## config.mk

```make
export PLATFORM = sky130hd
export DESIGN_NAME = wdt_keyed_watchdog
export DESIGN_NICKNAME = d
export VERILOG_FILES = /design/src/rtl/wdt_pkg.sv /design/src/rtl/wdt_window_counter.sv /design/src/rtl/wdt_service_judge.sv /design/src/rtl/wdt_keyed_watchdog.sv
export SDC_FILE = /design/constraint.sdc
export NUM_CORES = 1
export LEC_CHECK = 0
export ABC_AREA = 1
export BUFFER_PORTS_ARGS = -buffer_cell sky130_fd_sc_hd__clkbuf_2
export CAP_MARGIN = 20
export CORE_ASPECT_RATIO = 0.75
export CORE_MARGIN = 8
export CORE_UTILIZATION = 40
export DETAILED_ROUTE_END_ITERATION = 8
export GPL_ROUTABILITY_DRIVEN = 0
export PLACE_DENSITY = 0.72
export SETUP_SLACK_MARGIN = 0.4
export SLEW_MARGIN = 20
export SYNTH_ARGS = -nofsm -noshare
export SYNTH_HDL_FRONTEND = slang
export SYNTH_SLANG_ARGS = --single-unit
```

## constraint.sdc

```tcl
create_clock -name clk -period 3.5 [get_ports clk]
set_input_delay 0.7 -clock clk [delete_from_list [all_inputs] [get_ports clk]]
set_output_delay 0.7 -clock clk [all_outputs]
set_load 0.01 [all_outputs]
```

## src/rtl/wdt_pkg.sv

```systemverilog
package wdt_pkg;
  localparam logic [4:0] WDT_KEY = 5'b01100;

  typedef struct packed {
    logic [4:0] key;
    logic [1:0] sel;
    logic       mon;
  } wdt_word_t;
endpackage

```

## src/rtl/wdt_window_counter.sv

```systemverilog
module wdt_window_counter #(
  parameter int MIN_WAIT      = 2048,
  parameter int WIN_BASE_LOG2 = 13
) (
  input  logic                       clk,
  input  logic                       rst_n,
  input  logic                       restart,
  input  logic                       run,
  input  logic [1:0]                 sel,
  output logic [WIN_BASE_LOG2+2:0]   cnt,
  output logic                       expire,
  output logic                       early
);
  localparam int CNT_W = WIN_BASE_LOG2 + 3;

  logic [CNT_W-1:0] lim_m1 [4];
  logic [CNT_W-1:0] cnt_q;

  // last count value of each selectable window
  for (genvar g = 0; g < 4; g++) begin : g_lim
    assign lim_m1[g] = CNT_W'((64'd1 << (WIN_BASE_LOG2 + g)) - 64'd1);
  end

  assign expire = run && (cnt_q == lim_m1[sel]);
  assign early  = (cnt_q < CNT_W'(MIN_WAIT));
  assign cnt    = cnt_q;

  always_ff @(posedge clk) begin
    if (!rst_n)       cnt_q <= '0;
    else if (restart) cnt_q <= '0;
    else if (run)     cnt_q <= expire ? '0 : cnt_q + 1'b1;
  end
endmodule

```

## src/rtl/wdt_service_judge.sv

```systemverilog
module wdt_service_judge
  import wdt_pkg::*;
(
  input  logic      req,
  input  wdt_word_t word,
  input  logic      first_done,
  input  logic [1:0] win_q,
  input  logic      mon_q,
  input  logic      early,
  output logic      accept,
  output logic      fault
);
  logic key_ok, fields_ok;

  assign key_ok    = (word.key == WDT_KEY);
  assign fields_ok = (word.sel == win_q) && (word.mon == mon_q);
  // first service: key only; later ones: fields must match and window must be open
  assign accept    = req && key_ok && (!first_done || (fields_ok && !early));
  assign fault     = req && !accept;
endmodule

```

## src/rtl/wdt_keyed_watchdog.sv

```systemverilog
module wdt_keyed_watchdog
  import wdt_pkg::*;
#(
  parameter int MIN_WAIT      = 2048,
  parameter int WIN_BASE_LOG2 = 13
) (
  input  logic       clk,
  input  logic       rst_n,
  input  logic       tick_en,
  input  logic       wr_en,
  input  logic [7:0] wr_data,
  input  logic       rd_en,
  output logic [7:0] rd_data,
  input  logic       halt_mode,
  input  logic       idle_mode,
  input  logic       idle_exit,
  output logic       wdog_err
);
  localparam int CNT_W = WIN_BASE_LOG2 + 3;

  wdt_word_t        wr_word;
  logic             lowpwr, wr_act, run;
  logic             svc_ok, svc_err, expire, early;
  logic [CNT_W-1:0] cnt_q;
  logic             first_q, mon_q, err_q;
  logic [1:0]       win_q;
  logic [7:0]       rd_q;

  assign wr_word = wr_data;
  assign lowpwr  = halt_mode || idle_mode;
  assign wr_act  = wr_en && !lowpwr && !idle_exit;
  assign run     = tick_en && !lowpwr && !wr_act && !idle_exit;

  wdt_window_counter #(
    .MIN_WAIT      (MIN_WAIT),
    .WIN_BASE_LOG2 (WIN_BASE_LOG2)
  ) u_cnt (
    .clk     (clk),
    .rst_n   (rst_n),
    .restart (idle_exit || svc_ok),
    .run     (run),
    .sel     (win_q),
    .cnt     (cnt_q),
    .expire  (expire),
    .early   (early)
  );

  wdt_service_judge u_judge (
    .req        (wr_act),
    .word       (wr_word),
    .first_done (first_q),
    .win_q      (win_q),
    .mon_q      (mon_q),
    .early      (early),
    .accept     (svc_ok),
    .fault      (svc_err)
  );

  always_ff @(posedge clk) begin
    if (!rst_n) begin
      first_q <= 1'b0;
      win_q   <= 2'b11;
      mon_q   <= 1'b0;
      err_q   <= 1'b0;
      rd_q    <= 8'h00;
    end else begin
      err_q <= svc_err || expire;
      if (svc_ok && !first_q) begin
        first_q <= 1'b1;
        win_q   <= wr_word.sel;
        mon_q   <= wr_word.mon;
      end
      if (rd_en) rd_q <= {5'b00000, win_q, mon_q};
    end
  end

  assign rd_data  = rd_q;
  assign wdog_err = err_q;
endmodule

```

=== Yosys cells after proc, flatten, opt, wreduce, memory -nomap -nowiden ===
Index checks and enable logic that the tools add are counted.

* Register bits: 24
* Logic and storage cells: 42
* Bits of input ports: 16
* Output and inout bits: 9

* Equal/unequal tests: 4
* $lt $le $gt $ge: 2
* Mux-type cells: 4
* Reduce and logical (&&, ||, !) cells: 23
* Add/subtract/negate cells: 1
* Bitwise logic cells: 2

{| class="wikitable"
|+ Operators by type and width
! operator !! count
|-
| 16-bit two-way mux || 3
|-
| 16-bit binary-select mux with 2-bit select || 1
|-
| 16-bit by 1-bit adder with 16-bit output, second input constant || 1
|-
| 16-bit equality test || 1
|-
| 16-bit by 12-bit less-than comparator with 1-bit output, second input constant || 1
|-
| 1-bit logical AND || 12
|-
| 1-bit logical NOT || 6
|-
| 5-bit by 4-bit equality test with 1-bit output, second input constant || 1
|-
| 1-bit logical OR || 4
|-
| 3-bit >= comparator, second input constant || 1
|-
| 2-bit NOT with 3-bit output || 1
|-
| 2-bit equality test || 1
|-
| 2-bit OR reduction || 1
|-
| 1-bit equality test || 1
|-
| 1-bit NOT || 1
|}

=== Depth between registers and ports, before layout ===
Gate-level depths: netlist of run 1.

* Depth in word-level cells: 9
* Depth in mapped cells: 9
* Mapped depth without buffers: 9

=== Cells and area by module ===
Synthesis of run 1 repeated with hierarchy kept, for this count alone.

* Cells, all modules: 198
* Area, all modules: 1341.3 um^2

{| class="wikitable"
|+ By module, submodules not included
! module !! instances !! cells an instance !! seq. area each (um^2) !! area an instance (um^2)
|-
| wdt_window_counter || 1 || 122 || 320.3 || 870.8
|-
| wdt_keyed_watchdog || 1 || 49 || 160.2 || 355.3
|-
| wdt_service_judge || 1 || 27 || 0.0 || 115.1
|}

=== Worst setup path after synthesis of run 1 ===
Ideal clock, no wire load.

* Path type: input to register
* Start: input port idle_mode
* End: register u_cnt.cnt_q[11], in the netlist u_cnt.cnt[11]
* Arrival time: 1.495 ns
* Path buffers: 1
* Library setup time: 0.112 ns
* Required time: 3.388 ns
* Cell stages on the path: 7
* Setup slack: 1.893 ns
* Cells stage by stage: nor2_4 nand3_1 nor2_1 nand3_1 nand3_4 buf_6 nor2_1

* Cells in the longest elaborated chain, start to end: 9
* Elaborated cells between the ends (all ways): 14
* Those cells by class: mux: 1; reduce/logical: 13

{| class="wikitable"
|+ Ends and longest elaborated chain
! what !! line !! RTL
|-
| from (decl) || wdt_keyed_watchdog.sv:15 || <nowiki>input logic idle_mode,</nowiki>
|-
| 1-bit logical OR * || wdt_keyed_watchdog.sv:30 || <nowiki>assign lowpwr = halt_mode || idle_mode;</nowiki>
|-
| 1-bit logical NOT * || wdt_keyed_watchdog.sv:31, wdt_keyed_watchdog.sv:32 ||
|-
| 1-bit logical AND (2 in series) || wdt_keyed_watchdog.sv:31 || <nowiki>assign wr_act = wr_en && !lowpwr && !idle_exit;</nowiki>
|-
| 1-bit logical NOT || wdt_keyed_watchdog.sv:32 || <nowiki>assign run = tick_en && !lowpwr && !wr_act && !idle_exit;</nowiki>
|-
| 1-bit logical AND (2 in series) || wdt_keyed_watchdog.sv:32 ||
|-
| 1-bit logical AND || wdt_window_counter.sv:24 || <nowiki>assign expire = run && (cnt_q == lim_m1[sel]);</nowiki>
|-
| 16-bit two-way mux || wdt_window_counter.sv:31 || <nowiki>else if (run) cnt_q <= expire ? '0 : cnt_q + 1'b1;</nowiki>
|-
| to (signal assigned) || wdt_window_counter.sv:31 ||
|-
| to (decl) || wdt_window_counter.sv:17 || <nowiki>logic [CNT_W-1:0] cnt_q;</nowiki>
|}

Mark *: on every way between the ends. The rest lies on a longest branch, timed or not.
A chain may end at the register's enable or synchronous reset.

=== Worst setup path after layout of run 1 ===
* Start: input port idle_mode
* End: register u_cnt.cnt_q[14], in the netlist u_cnt.cnt[14]

Same word-level chain as after synthesis.

==> key figures, run 1 <==
Timing
  • Setup TNS: 0 ns
  • Setup violators final: 0
  • Crit share post-route: 46.3%
  • Max-slew violations: 0
  • Unrepaired setup endpoints after global routing: no
  • Worst setup margin: 1.88 ns
  • Clock skew: 0.00767 ns
  • FMAX: 618 MHz
  • Final hold vios: 0
  • Final min period: 1.62 ns

Die
  • Row count: 18
  • Full die area: 5690 um^2
  • Die W: 84.4 um
  • Die height: 67.3 um
  • Starting density of the core: 42.2%
  • IO Pins: 25
  • Core footprint: 3330 um^2

Synth
  • Yosys top cell by area: dfxtp_1
  • Post-Syn Instances: 203
  • Synth unique cells: 27
  • Area contributors post-synth: dfxtp_1 (34%), nand2_1 (12%), nand3_1 (10%)
  • Top cell type's share of synthesized area: 34.2%
  • YS warnings: 0
  • Netlist Area Pre-Place: 1410 um^2
  • Sequential area share after synthesis: 34.2%
  • Avg Cell Area, Syn: 6.92 um^2
  • Seq cells post-synth: 24

Global routing
  • Most Used Layer, Global Route: met1
  • Gr ovfl total: 0
  • Vias in the first global route: 1072
  • Initial antenna violation count: 0
  • Largest net degree at the start of global routing: 17
  • M3 GR Usage: 3.52%
  • First-pass GRT wire length: 5110 um
  • Met2 Use GR: 15.4%
  • GRT Util Overall: 11.0%
  • GR Layer Usage met1: 15.5%

Routing
  • ANT nets after route: 0
  • Final WL: 3040 um
  • Via total after detailed routing: 1274
  • WL per Instance: 11.5 um
  • Drt drc: 0
  • Initial drt markers: 73
  • Pre-Repair DR Iteration Count: 4
  • Drt via density: 4.83

Place
  • IO buf count: 19
  • Post-Place Worst Slack: 1.59 ns
  • HPWL Detailed: 2340 um

Cells and area
  • Layout net count: 242
  • Layout cells sized above 1: 18.3%
  • Ant. Diodes: 0
  • Area added between synthesis and finish: 11.8%

Worst setup path
  • Crit-path most repeated cell: nor2_1
  • Crit path DAT: 1.78 ns
  • CP Capture Type: register
  • WP buf/inv: 1
  • Slowest stage delay, CP: 0.24 ns
  • Required time worst endpoint: 3.66 ns
  • Crit Path Class: in -> reg
  • CP Launch Type: input pin
  • CP Cell Sequence: clkbuf_2 > nor2_4 > nand3_1 > nor2_1 > nand2_2 > nand3_4 > nor2_1
  • Largest delay share family, worst path: simple AND/OR/NAND/NOR gates
  • Crit path max-delay cell type: nand3_4
  • Worst-path fanout max: 16

Clock network
  • Sink Count: 24
  • Clock root buffer master: clkbuf_8
  • Setup repair bufs after CTS: 0
  • CTS tree: yes
  • H-tree depth: 1
  • Skew-Pair Late Insertion Delay: 0.27 ns
  • CTS Buf Count: 3
  • Post-CTS Hold Fix Bufs: 0
  • Clock buffer depth: 2
  • Post-CTS resize count: 0
  • Reg clk slew, reported paths: 0.09 ns

Pwr
  • Sw frac: 22.9%
  • Net switching power: 116 uW
  • Peak VDD IR: 0.174 mV
  • PwrDens: 322 nW/um^2
  • Combinational Power Share: 7.2%
  • Pint: 390 uW
  • Sequential share of power: 54.7%
  • Clock share of power: 38.1%
  • Leak Pwr: 0.703 nW

Worst hold path
  • HP Class: reg -> reg

Flow run
  • Max cap viols: 0

Outcome
  • Status: complete, no violations
## worst reg2reg max path: stages (launching register included)
cell      delay, ns
dfxtp_1        0.39
ha_1           0.23
nand3_1        0.14
nor2_4         0.17
nand4_4        0.13
clkinv_1       0.08
nand2_2        0.13
a21oi_1        0.21
## final cells by class
type                       count  area [um^2]
tap                           40         50.0
multi-input combinational    153          801
sequential                    24          480
clock buffer                   4         55.1
fill                         336         1760
inverter                      24         90.1
timing repair buffer          19         95.1
## registers in the layout, indices dropped and copies added, names as in the netlist
name       cells
u_cnt.cnt     16
rd_data        3
win_q          2
first_q        1
mon_q          1
wdog_err       1
## cells in the final DEF, fill, tap and decap left out, types with 5 or more instances in the layout
cell type,count
a21oi_1,12
clkbuf_2,19
nand3_1,28
o21ai_0,7
nor3_1,5
nand2_1,44
dfxtp_1,24
nor2_1,22
conb_1,5
inv_1,21
## path summary, 6_finish.rpt
path                start            end  slack [ns]  cells after the start
max             idle_mode  u_cnt.cnt[14]        1.88                      7
min               first_q        first_q        0.48                      2
max reg2reg  u_cnt.cnt[0]       wdog_err        1.96                      7
min reg2reg       first_q        first_q        0.48                      2
## layer usage
layer,share of wire (%),vias up
li1,-,690
met1,53,557
met2,41,22
met3,5.5,5
met4,0.95,0
met5,0,-
## metrics by stage
stage / hold WS (ns) / cells / power [mW] / utilization, % / instance area (um^2)
2_1_floorplan: 0.452 / 207 / 0.308 / - / 1420
3_3_place_gp: 0.464 / 260 / 0.319 / 45.5 / 1520
3_5_place_dp: 0.468 / 260 / 0.320 / 45.5 / 1520
4_1_cts: 0.483 / 264 / 0.514 / 47.1 / 1570
5_1_grt: 0.505 / 264 / 0.530 / 47.1 / 1570
6_report: 0.480 / 264 / 0.506 / 47.1 / 1570
## power by group through the flow
stage / combinational (mW) / clock [mW] / sequential, mW
2_1_floorplan: 0.0233 / 0 / 0.284
3_3_place_gp: 0.0362 / 0 / 0.283
3_5_place_dp: 0.0365 / 0 / 0.283
4_1_cts: 0.0366 / 0.201 / 0.277
5_1_grt: 0.0410 / 0.213 / 0.277
6_report: 0.0365 / 0.192 / 0.277
## cell usage after synthesis
cell and count:
buf_6 1, clkinv_1 1, o21ai_0 7, o21bai_1 4, nor2_4 4, nor3_1 5, ha_1 1, dfxtp_1 24
conb_1 1, or2_0 3, buf_4 5, a21oi_1 12, inv_1 21, nand4_1 2, xor2_1 2, or2_2 2
nand3_4 1, nor2_1 22, nand2_2 4, nand2_1 44, nor2_8 1, nand3_2 2, nand4_4 1, nand3_1 28
nor2_2 1, o211ai_1 2, inv_2 2
## kinds of logic (layout without fill, tap and decap cells)
group / count (synthesis) / after routing / synth area share [%]
simple gates: 120 / 120 / 43.5
flops: 24 / 24 / 34.2
buf+inv: 30 / 47 / 9.88
fa+ha+maj: 1 / 1 / 0.890
xor+xnor: 2 / 2 / 1.25
compound gates: 25 / 25 / 9.97
other cells: 1 / 5 / 0.267
Note: power is estimated with default switching activity, not from simulation.
==> run 2, diff against run 1 <==
--- a/config.mk
+++ b/config.mk
@@ -5,7 +5,7 @@
 export SDC_FILE = /design/constraint.sdc
 export NUM_CORES = 1
 export LEC_CHECK = 0
-export ABC_AREA = 1
+export ABC_AREA = 0
 export BUFFER_PORTS_ARGS = -buffer_cell sky130_fd_sc_hd__clkbuf_2
 export CAP_MARGIN = 20
 export CORE_ASPECT_RATIO = 0.75
@@ -13,7 +13,7 @@
 export CORE_UTILIZATION = 40
 export DETAILED_ROUTE_END_ITERATION = 8
 export GPL_ROUTABILITY_DRIVEN = 0
-export PLACE_DENSITY = 0.72
+export PLACE_DENSITY = 0.75
 export SETUP_SLACK_MARGIN = 0.4
 export SLEW_MARGIN = 20
 export SYNTH_ARGS = -nofsm -noshare
==> constraint.sdc (replaced) <==
create_clock -name clk -period 1.4 [get_ports clk]
set_input_delay 0.28 -clock clk [delete_from_list [all_inputs] [get_ports clk]]
set_output_delay 0.28 -clock clk [all_outputs]
set_load 0.01 [all_outputs]
==> run 2 against run 1 <==
The flow now finishes with violations (setup timing). Combinational power rose to 3.7 times the previous value. Global-route usage up 1.9 points. Largest cell class unchanged. Utilization up 16 points. Critical endpoint is now wdog_err. Largest power group unchanged.
==> key figures, run 2 <==
Outcome
  • Status: finished, violations left (was complete, no violations)
  • Failing checks: setup timing

Synth
  • YS warnings: 0 (unchanged)
  • Sequential area share after synthesis: 36.6% (was 34.2%)
  • Seq cells post-synth: 24 (unchanged)
  • Netlist Area Pre-Place: 1310 um^2 (was 1410 um^2)
  • Ys async rst share: 0% (unchanged)
  • Yosys top cell by area: dfxtp_1 (unchanged)
  • Number of synthesized flops with an enable pin: 0 (unchanged)
  • Post-Syn Instances: 152 (was 203)
  • Post-synth top cells: dfxtp_1 (24), nor2_1 (20), nand2_1 (12) (was nand2_1 (44), nand3_1 (28), dfxtp_1 (24))
  • Area contributors post-synth: dfxtp_1 (37%), nor2_1 (5.7%), xnor2_1 (5.3%) (was dfxtp_1 (34%), nand2_1 (12%), nand3_1 (10%))
  • Count leader, synth: dfxtp_1 (was nand2_1)
  • Synth unique cells: 40 (was 27)
  • Synth Flop Type: dfxtp_1 (unchanged)
  • Top cell type's share of synthesized area: 36.6% (was 34.2%)
  • Avg Cell Area, Syn: 8.63 um^2 (was 6.92 um^2)

Die
  • Full die area: 5390 um^2 (was 5690 um^2)
  • IO Pins: 25 (unchanged)
  • Die W: 82.1 um (was 84.4 um)
  • Starting density of the core: 40.8% (was 42.2%)
  • Row count: 18 (unchanged)
  • Die height: 65.6 um (was 67.3 um)
  • Core footprint: 3220 um^2 (was 3330 um^2)

Timing
  • Setup violators final: 17 (was 0)
  • Final min period: 1.55 ns
  • Worst setup margin: -0.151 ns (was 1.88 ns)
  • Clock skew: 0.00150 ns (was 0.00767 ns)
  • Unrepaired setup endpoints after global routing: yes (was no)
  • Max-slew violations: 0 (unchanged)
  • Setup TNS: -1.35 ns (was 0 ns)
  • FMAX: 645 MHz
  • Crit share post-route: 111%
  • Final hold vios: 0 (unchanged)
  • Smallest hold slack: 0.314 ns (was 0.480 ns)

Routing
  • WL per Instance: 14.4 um (was 11.5 um)
  • Pre-Repair DR Iteration Count: 4 (unchanged)
  • Drt via density: 5.22 (was 4.83)
  • Drt drc: 0 (unchanged)
  • Via total after detailed routing: 1327 (was 1274)
  • Initial drt markers: 88 (was 73)
  • ANT nets after route: 0 (unchanged)
  • Final WL: 3670 um (was 3040 um)

Place
  • HPWL Detailed: 2340 um (about the same)
  • IO buf count: 19 (unchanged)
  • Placed Cells: 240 (was 260)
  • Dpl cell area: 1700 um^2 (was 1520 um^2)

Worst setup path
  • Crit Path Class: reg -> reg (was in -> reg)
  • CP Capture Type: register (unchanged)
  • Crit path DAT: 1.77 ns (was 1.78 ns)
  • CP Launch Type: register (was input pin)
  • Worst-path fanout max: 2 (was 16)
  • Required time worst endpoint: 1.62 ns (was 3.66 ns)

Pwr
  • Peak VDD IR: 0.634 mV (was 0.174 mV)
  • Leak Pwr: 0.793 nW (was 0.703 nW)
  • PwrDens: 646 nW/um^2 (was 322 nW/um^2)

Cells and area
  • Layout cells sized above 1: 52.3% (was 18.3%)
  • Area added between synthesis and finish: 54.1% (was 11.8%)
  • Layout net count: 232 (was 242)
  • Ant. Diodes: 0 (unchanged)
  • Most frequent cells in the layout: buf_4 (41), dfxtp_1 (16), nand2_1 (12), clkbuf_2 (12), nor2_1 (11) (was nand2_1 (44), nand3_1 (28), dfxtp_1 (24))
  • Max reg flops: 16 (unchanged)
  • Post-layout util: 62.8% (was 47.1%)
  • Most common cell after layout, fill and taps aside: buf_4 (was nand2_1)
  • Final instance area: 2020 um^2 (was 1570 um^2)
  • Final Non-Filler Cells: 254 (was 264)

Flow run
  • Max cap viols: 0 (unchanged)

Clock network
  • Post-CTS Hold Fix Bufs: 0 (unchanged)
  • Clock buffer depth: 2 (unchanged)
  • CTS Buf Count: 3 (unchanged)
  • Skew-Pair Late Insertion Delay: 0.27 ns (about the same)
  • Sink Count: 24 (unchanged)
  • H-tree depth: 1 (unchanged)
  • CTS tree: yes (unchanged)
  • Reg clk slew, reported paths: 0.09 ns (about the same)
  • Clock root buffer master: clkbuf_8 (unchanged)

Global routing
  • Vias in the first global route: 1279 (was 1072)
  • Largest net degree at the start of global routing: 14 (was 17)
  • GRT Util Overall: 12.9% (was 11.0%)
  • Initial antenna violation count: 0 (unchanged)
  • First-pass GRT wire length: 5630 um (was 5110 um)
  • Gr ovfl total: 0 (unchanged)

Worst hold path
  • HP Class: in -> reg (was reg -> reg)
## run 2: cell types whose count changed in the layout (fill, tap and decap cells not counted), sizes merged, moves of 5 or more
cell    delta
xnor2      +8
nand2     -36
inv       -18
buf       +52
nor2       -8
nor2b      +5
mux2i      +6
a21oi      -7
nand3     -26
clkbuf     -7
## run 2: worst paths after layout
check	end	start	depth (start not counted)	slack (ns)
setup / recovery	wdog_err	u_cnt.cnt[15]	6	-0.15
hold / removal	win_q[0]	rst_n	2	0.31
setup reg to reg	wdog_err	u_cnt.cnt[15]	6	-0.15
hold reg to reg	rd_data[0]	rd_data[0]	2	0.54
## run 2: power by group
part / switching [mW] / internal, mW / leakage (nW)
Combinational: 0.0658 / 0.0706 / 0.568
Clock: 0.227 / 0.251 / 0.0288
Sequential: 0.00346 / 0.688 / 0.196
Total: 0.297 / 1.01 / 0.793
## run 2: cell families after synthesis
group                      after synthesis  synth area share, %
AOI/OAI and AO/OA                       20                 10.4
xor gates and xnor gates                14                 9.34
adders and majority gates                1                0.953
buffers and inverters                   16                 7.34
DFF                                     24                 36.6
muxes                                    6                 4.58
other                                    1                0.286
and+or+nand+nor                         70                 30.5
## run 2: cell type report
| cell class | instances | area (um^2) |
|---|---|---|
| Multi-Input combinational cell | 117 | 918 |
| Timing Repair Buffer | 64 | 489 |
| Sequential cell | 24 | 490 |
| Fill cell | 252 | 1200 |
| Tap cell | 40 | 50.0 |
| Inverter | 5 | 18.8 |
| Clock buffer | 4 | 55.1 |
## run 2: stage by stage
step / worst slack, ns / total power [mW]
4_1_cts: -0.156 / 1.29
3_3_place_gp: -0.235 / 0.806
3_5_place_dp: -0.285 / 0.808
6_report: -0.151 / 1.31
2_1_floorplan: -0.0870 / 0.763
5_1_grt: -0.238 / 1.36
## run 2: critical path: stages (launching register included)
cell	delay (ns)
dfxtp_2	0.33
or4b_4	0.54
o22ai_4	0.16
buf_4	0.14
nor2_1	0.04
a31oi_1	0.17
o21a_1	0.13
## run 2: routing by layer
metal | part of all wire (%) | GRT usage (%) | up-vias
met4 | 2.3 | 5.68 | 0
met1 | 46 | 15.9 | 634
met5 | 0 | 0 | -
li1 | - | - | 653
met3 | 3.3 | 3.27 | 8
met2 | 48 | 20.6 | 32
## run 2: what timing repair did
| action | 4_1_cts | 5_1_grt |
|---|---|---|
| cloned | 0 | 1 |
| setup endpoints to repair | 23 | 25 |
| resized for setup | 21 | 38 |
| pin swaps | 13 | 12 |
| setup buffers | 5 | 4 |
| endpoints found under the hold margin | 0 | 0 |
==> run 3, diff against run 2 <==
--- a/config.mk
+++ b/config.mk
@@ -10,10 +10,11 @@
 export CAP_MARGIN = 20
 export CORE_ASPECT_RATIO = 0.75
 export CORE_MARGIN = 8
-export CORE_UTILIZATION = 40
+export CORE_UTILIZATION = 45
+export CTS_BUF_LIST = sky130_fd_sc_hd__clkbuf_2
 export DETAILED_ROUTE_END_ITERATION = 8
 export GPL_ROUTABILITY_DRIVEN = 0
-export PLACE_DENSITY = 0.75
+export PLACE_DENSITY = 0.82
 export SETUP_SLACK_MARGIN = 0.4
 export SLEW_MARGIN = 20
 export SYNTH_ARGS = -nofsm -noshare
==> run 3 against run 2 <==
The flow still finishes with violations (setup timing). Routed wire length increased by 8.0%. Largest cell class unchanged. Clock skew is 0.013 ns higher. First-iteration DRC count decreased by 33%. Design area is 7.4% lower. Via count shrank 1.1%. Combinational power shrank 7%. Critical path depth fell by 1. Clock power down 45%. Flip-flop and latch count unchanged. Count of clock-buffer cells in the layout decreased by 1. Global-route usage is 2.3 points higher. Critical path type unchanged. Maximum frequency shrank 6.4%.
==> key figures, run 3 (same netlist as run 2, synthesis figures left out) <==
Cells and area
  • Ant. Diodes: 0 (unchanged)
  • Reg area: 487 um^2 (was 490 um^2)
  • Most common cell after layout, fill and taps aside: buf_4 (unchanged)
  • Fillers: 224 (was 252)
  • Layout cells sized above 1: 44.9% (was 52.3%)
  • Max reg flops: 16 (unchanged)
  • Area added between synthesis and finish: 42.6% (was 54.1%)
  • Layout net count: 226 (was 232)
  • Most frequent cells in the layout: buf_4 (37), dfxtp_1 (19), clkbuf_2 (16) (was buf_4 (41), dfxtp_1 (16), nand2_1 (12), clkbuf_2 (12), nor2_1 (11))
  • Multi-input logic area: 850 um^2 (was 918 um^2)

Timing
  • Crit share post-route: 118% (was 111%)
  • Unrepaired setup endpoints after global routing: yes (unchanged)
  • Worst setup margin: -0.256 ns (was -0.151 ns)
  • Max-slew violations: 0 (unchanged)
  • Clock skew: 0.0145 ns (was 0.00150 ns)
  • Final hold vios: 0 (unchanged)
  • Setup violators final: 17 (unchanged)
  • Setup TNS: -3.24 ns (was -1.35 ns)
  • FMAX: 604 MHz (was 645 MHz)
  • Final min period: 1.66 ns (was 1.55 ns)

Worst setup path
  • Crit Path Class: reg -> reg (unchanged)
  • CP Cell Sequence: and4_2 > nand4_1 > nor4_2 > o21ai_0 > a21oi_2 (was or4b_4 > o22ai_4 > buf_4 > nor2_1 > a31oi_1 > o21a_1)
  • Required time worst endpoint: 1.69 ns (was 1.62 ns)
  • Worst-path fanout max: 4 (was 2)
  • Slowest stage delay, CP: 0.42 ns (was 0.54 ns)
  • CP Capture Type: register (unchanged)
  • Crit path DAT: 1.95 ns (was 1.77 ns)
  • CP Launch Type: register (unchanged)
  • Crit path max-delay cell type: dfxtp_1 (was or4b_4)

Routing
  • Drt via density: 5.36 (was 5.22)
  • Drt drc: 0 (unchanged)
  • Final WL: 3960 um (was 3670 um)
  • ANT nets after route: 0 (unchanged)
  • Via total after detailed routing: 1313 (was 1327)
  • WL per Instance: 16.2 um (was 14.4 um)
  • Initial drt markers: 59 (was 88)
  • Pre-Repair DR Iteration Count: 4 (unchanged)

Die
  • Row count: 17 (was 18)
  • Full die area: 4920 um^2 (was 5390 um^2)
  • Die W: 78.4 um (was 82.1 um)
  • Starting density of the core: 46.0% (was 40.8%)
  • IO Pins: 25 (unchanged)
  • Die height: 62.8 um (was 65.6 um)
  • Core footprint: 2850 um^2 (was 3220 um^2)

Global routing
  • GRT Util Overall: 15.2% (was 12.9%)
  • Gr ovfl total: 0 (unchanged)
  • Largest net degree at the start of global routing: 13 (was 14)
  • First-pass GRT wire length: 6080 um (was 5630 um)
  • Initial antenna violation count: 0 (unchanged)
  • Vias in the first global route: 1318 (was 1279)

Worst hold path
  • HP Class: in -> reg (unchanged)

Clock network
  • Clock root buffer master: clkbuf_2 (was clkbuf_8)
  • CTS tree: yes (unchanged)
  • Reg clk slew, reported paths: 0.23 ns (was 0.09 ns)
  • Clock buffer depth: 2 (unchanged)
  • Sink Count: 24 (unchanged)
  • Post-CTS Hold Fix Bufs: 0 (unchanged)
  • Skew-Pair Late Insertion Delay: 0.34 ns (was 0.27 ns)
  • H-tree depth: 1 (unchanged)
  • CTS Buf Count: 3 (unchanged)

Pwr
  • Peak VDD IR: 0.663 mV (was 0.634 mV)
  • PwrDens: 580 nW/um^2 (was 646 nW/um^2)
  • Tot Pwr: 1.09 mW (was 1.31 mW)
  • Leak Pwr: 0.748 nW (was 0.793 nW)

Flow run
  • Max cap viols: 0 (unchanged)

Outcome
  • Status: finished, violations left (unchanged)
  • Failing checks: setup timing (unchanged)

Place
  • IO buf count: 19 (unchanged)
  • HPWL Detailed: 2500 um (was 2340 um)
-- run 3: final cells by class --
type / count / area share, %
flip-flops and latches: 24 / 26.0
repair buffers: 59 / 24.3
multi-input cells: 116 / 45.4
well taps: 38 / 2.54
inverters: 5 / 1.00
clock buffers: 3 / 0.802
-- run 3: routing by layer --
layer  track usage (%)  up-vias  wire (um)  part of all wire [%]
met3              2.73       12        210                   5.3
met2              24.7       54       1940                    49
met1              18.5      614       1720                    43
met4              7.83        0         85                   2.1
met5                 0        -          0                     0
li1                  -      633          -                     -
-- run 3: path summary, 6_finish.rpt --
path	from	endpoint	slack, ns	cells past startpoint
min reg2reg	rd_data[0]	rd_data[0]	0.55	2
min	wr_data[0]	mon_q	0.22	3
max reg2reg	u_cnt.cnt[7]	u_cnt.cnt[15]	-0.26	5
max	u_cnt.cnt[7]	u_cnt.cnt[15]	-0.26	5
-- run 3: through the flow --
step	std cells	instance area, um^2	util, %	setup WS [ns]	hold slack (ns)
5_1_grt	245	1870	65.7	-0.333	0.209
4_1_cts	242	1780	62.5	-0.179	0.205
6_report	245	1870	65.7	-0.256	0.218
3_3_place_gp	233	1670	58.6	-0.215	0.495
3_5_place_dp	233	1670	58.6	-0.278	0.519
2_1_floorplan	156	1360	-	-0.0870	0.360
-- run 3: where the power goes --
part | total [mW] | internal [mW] | switching (mW)
sequential | 0.694 | 0.691 | 0.00366
combinational | 0.126 | 0.0627 | 0.0636
clock | 0.265 | 0.0583 | 0.207
-- run 3: worst max-delay path: cells and delay by family, from the launching register on --
family	cells	cell delay (ns)
AO/OA/AOI/OAI	2	0.35
flip-flops	1	0.42
AND/OR/NAND/NOR	3	0.84
-- run 3: what timing repair did --
action	in CTS	in global routing
buffers inserted	5	3
endpoints found under the hold margin	0	0
setup endpoints to repair	24	25
pin swaps	6	6
resized for setup	16	22
gates cloned	1	0
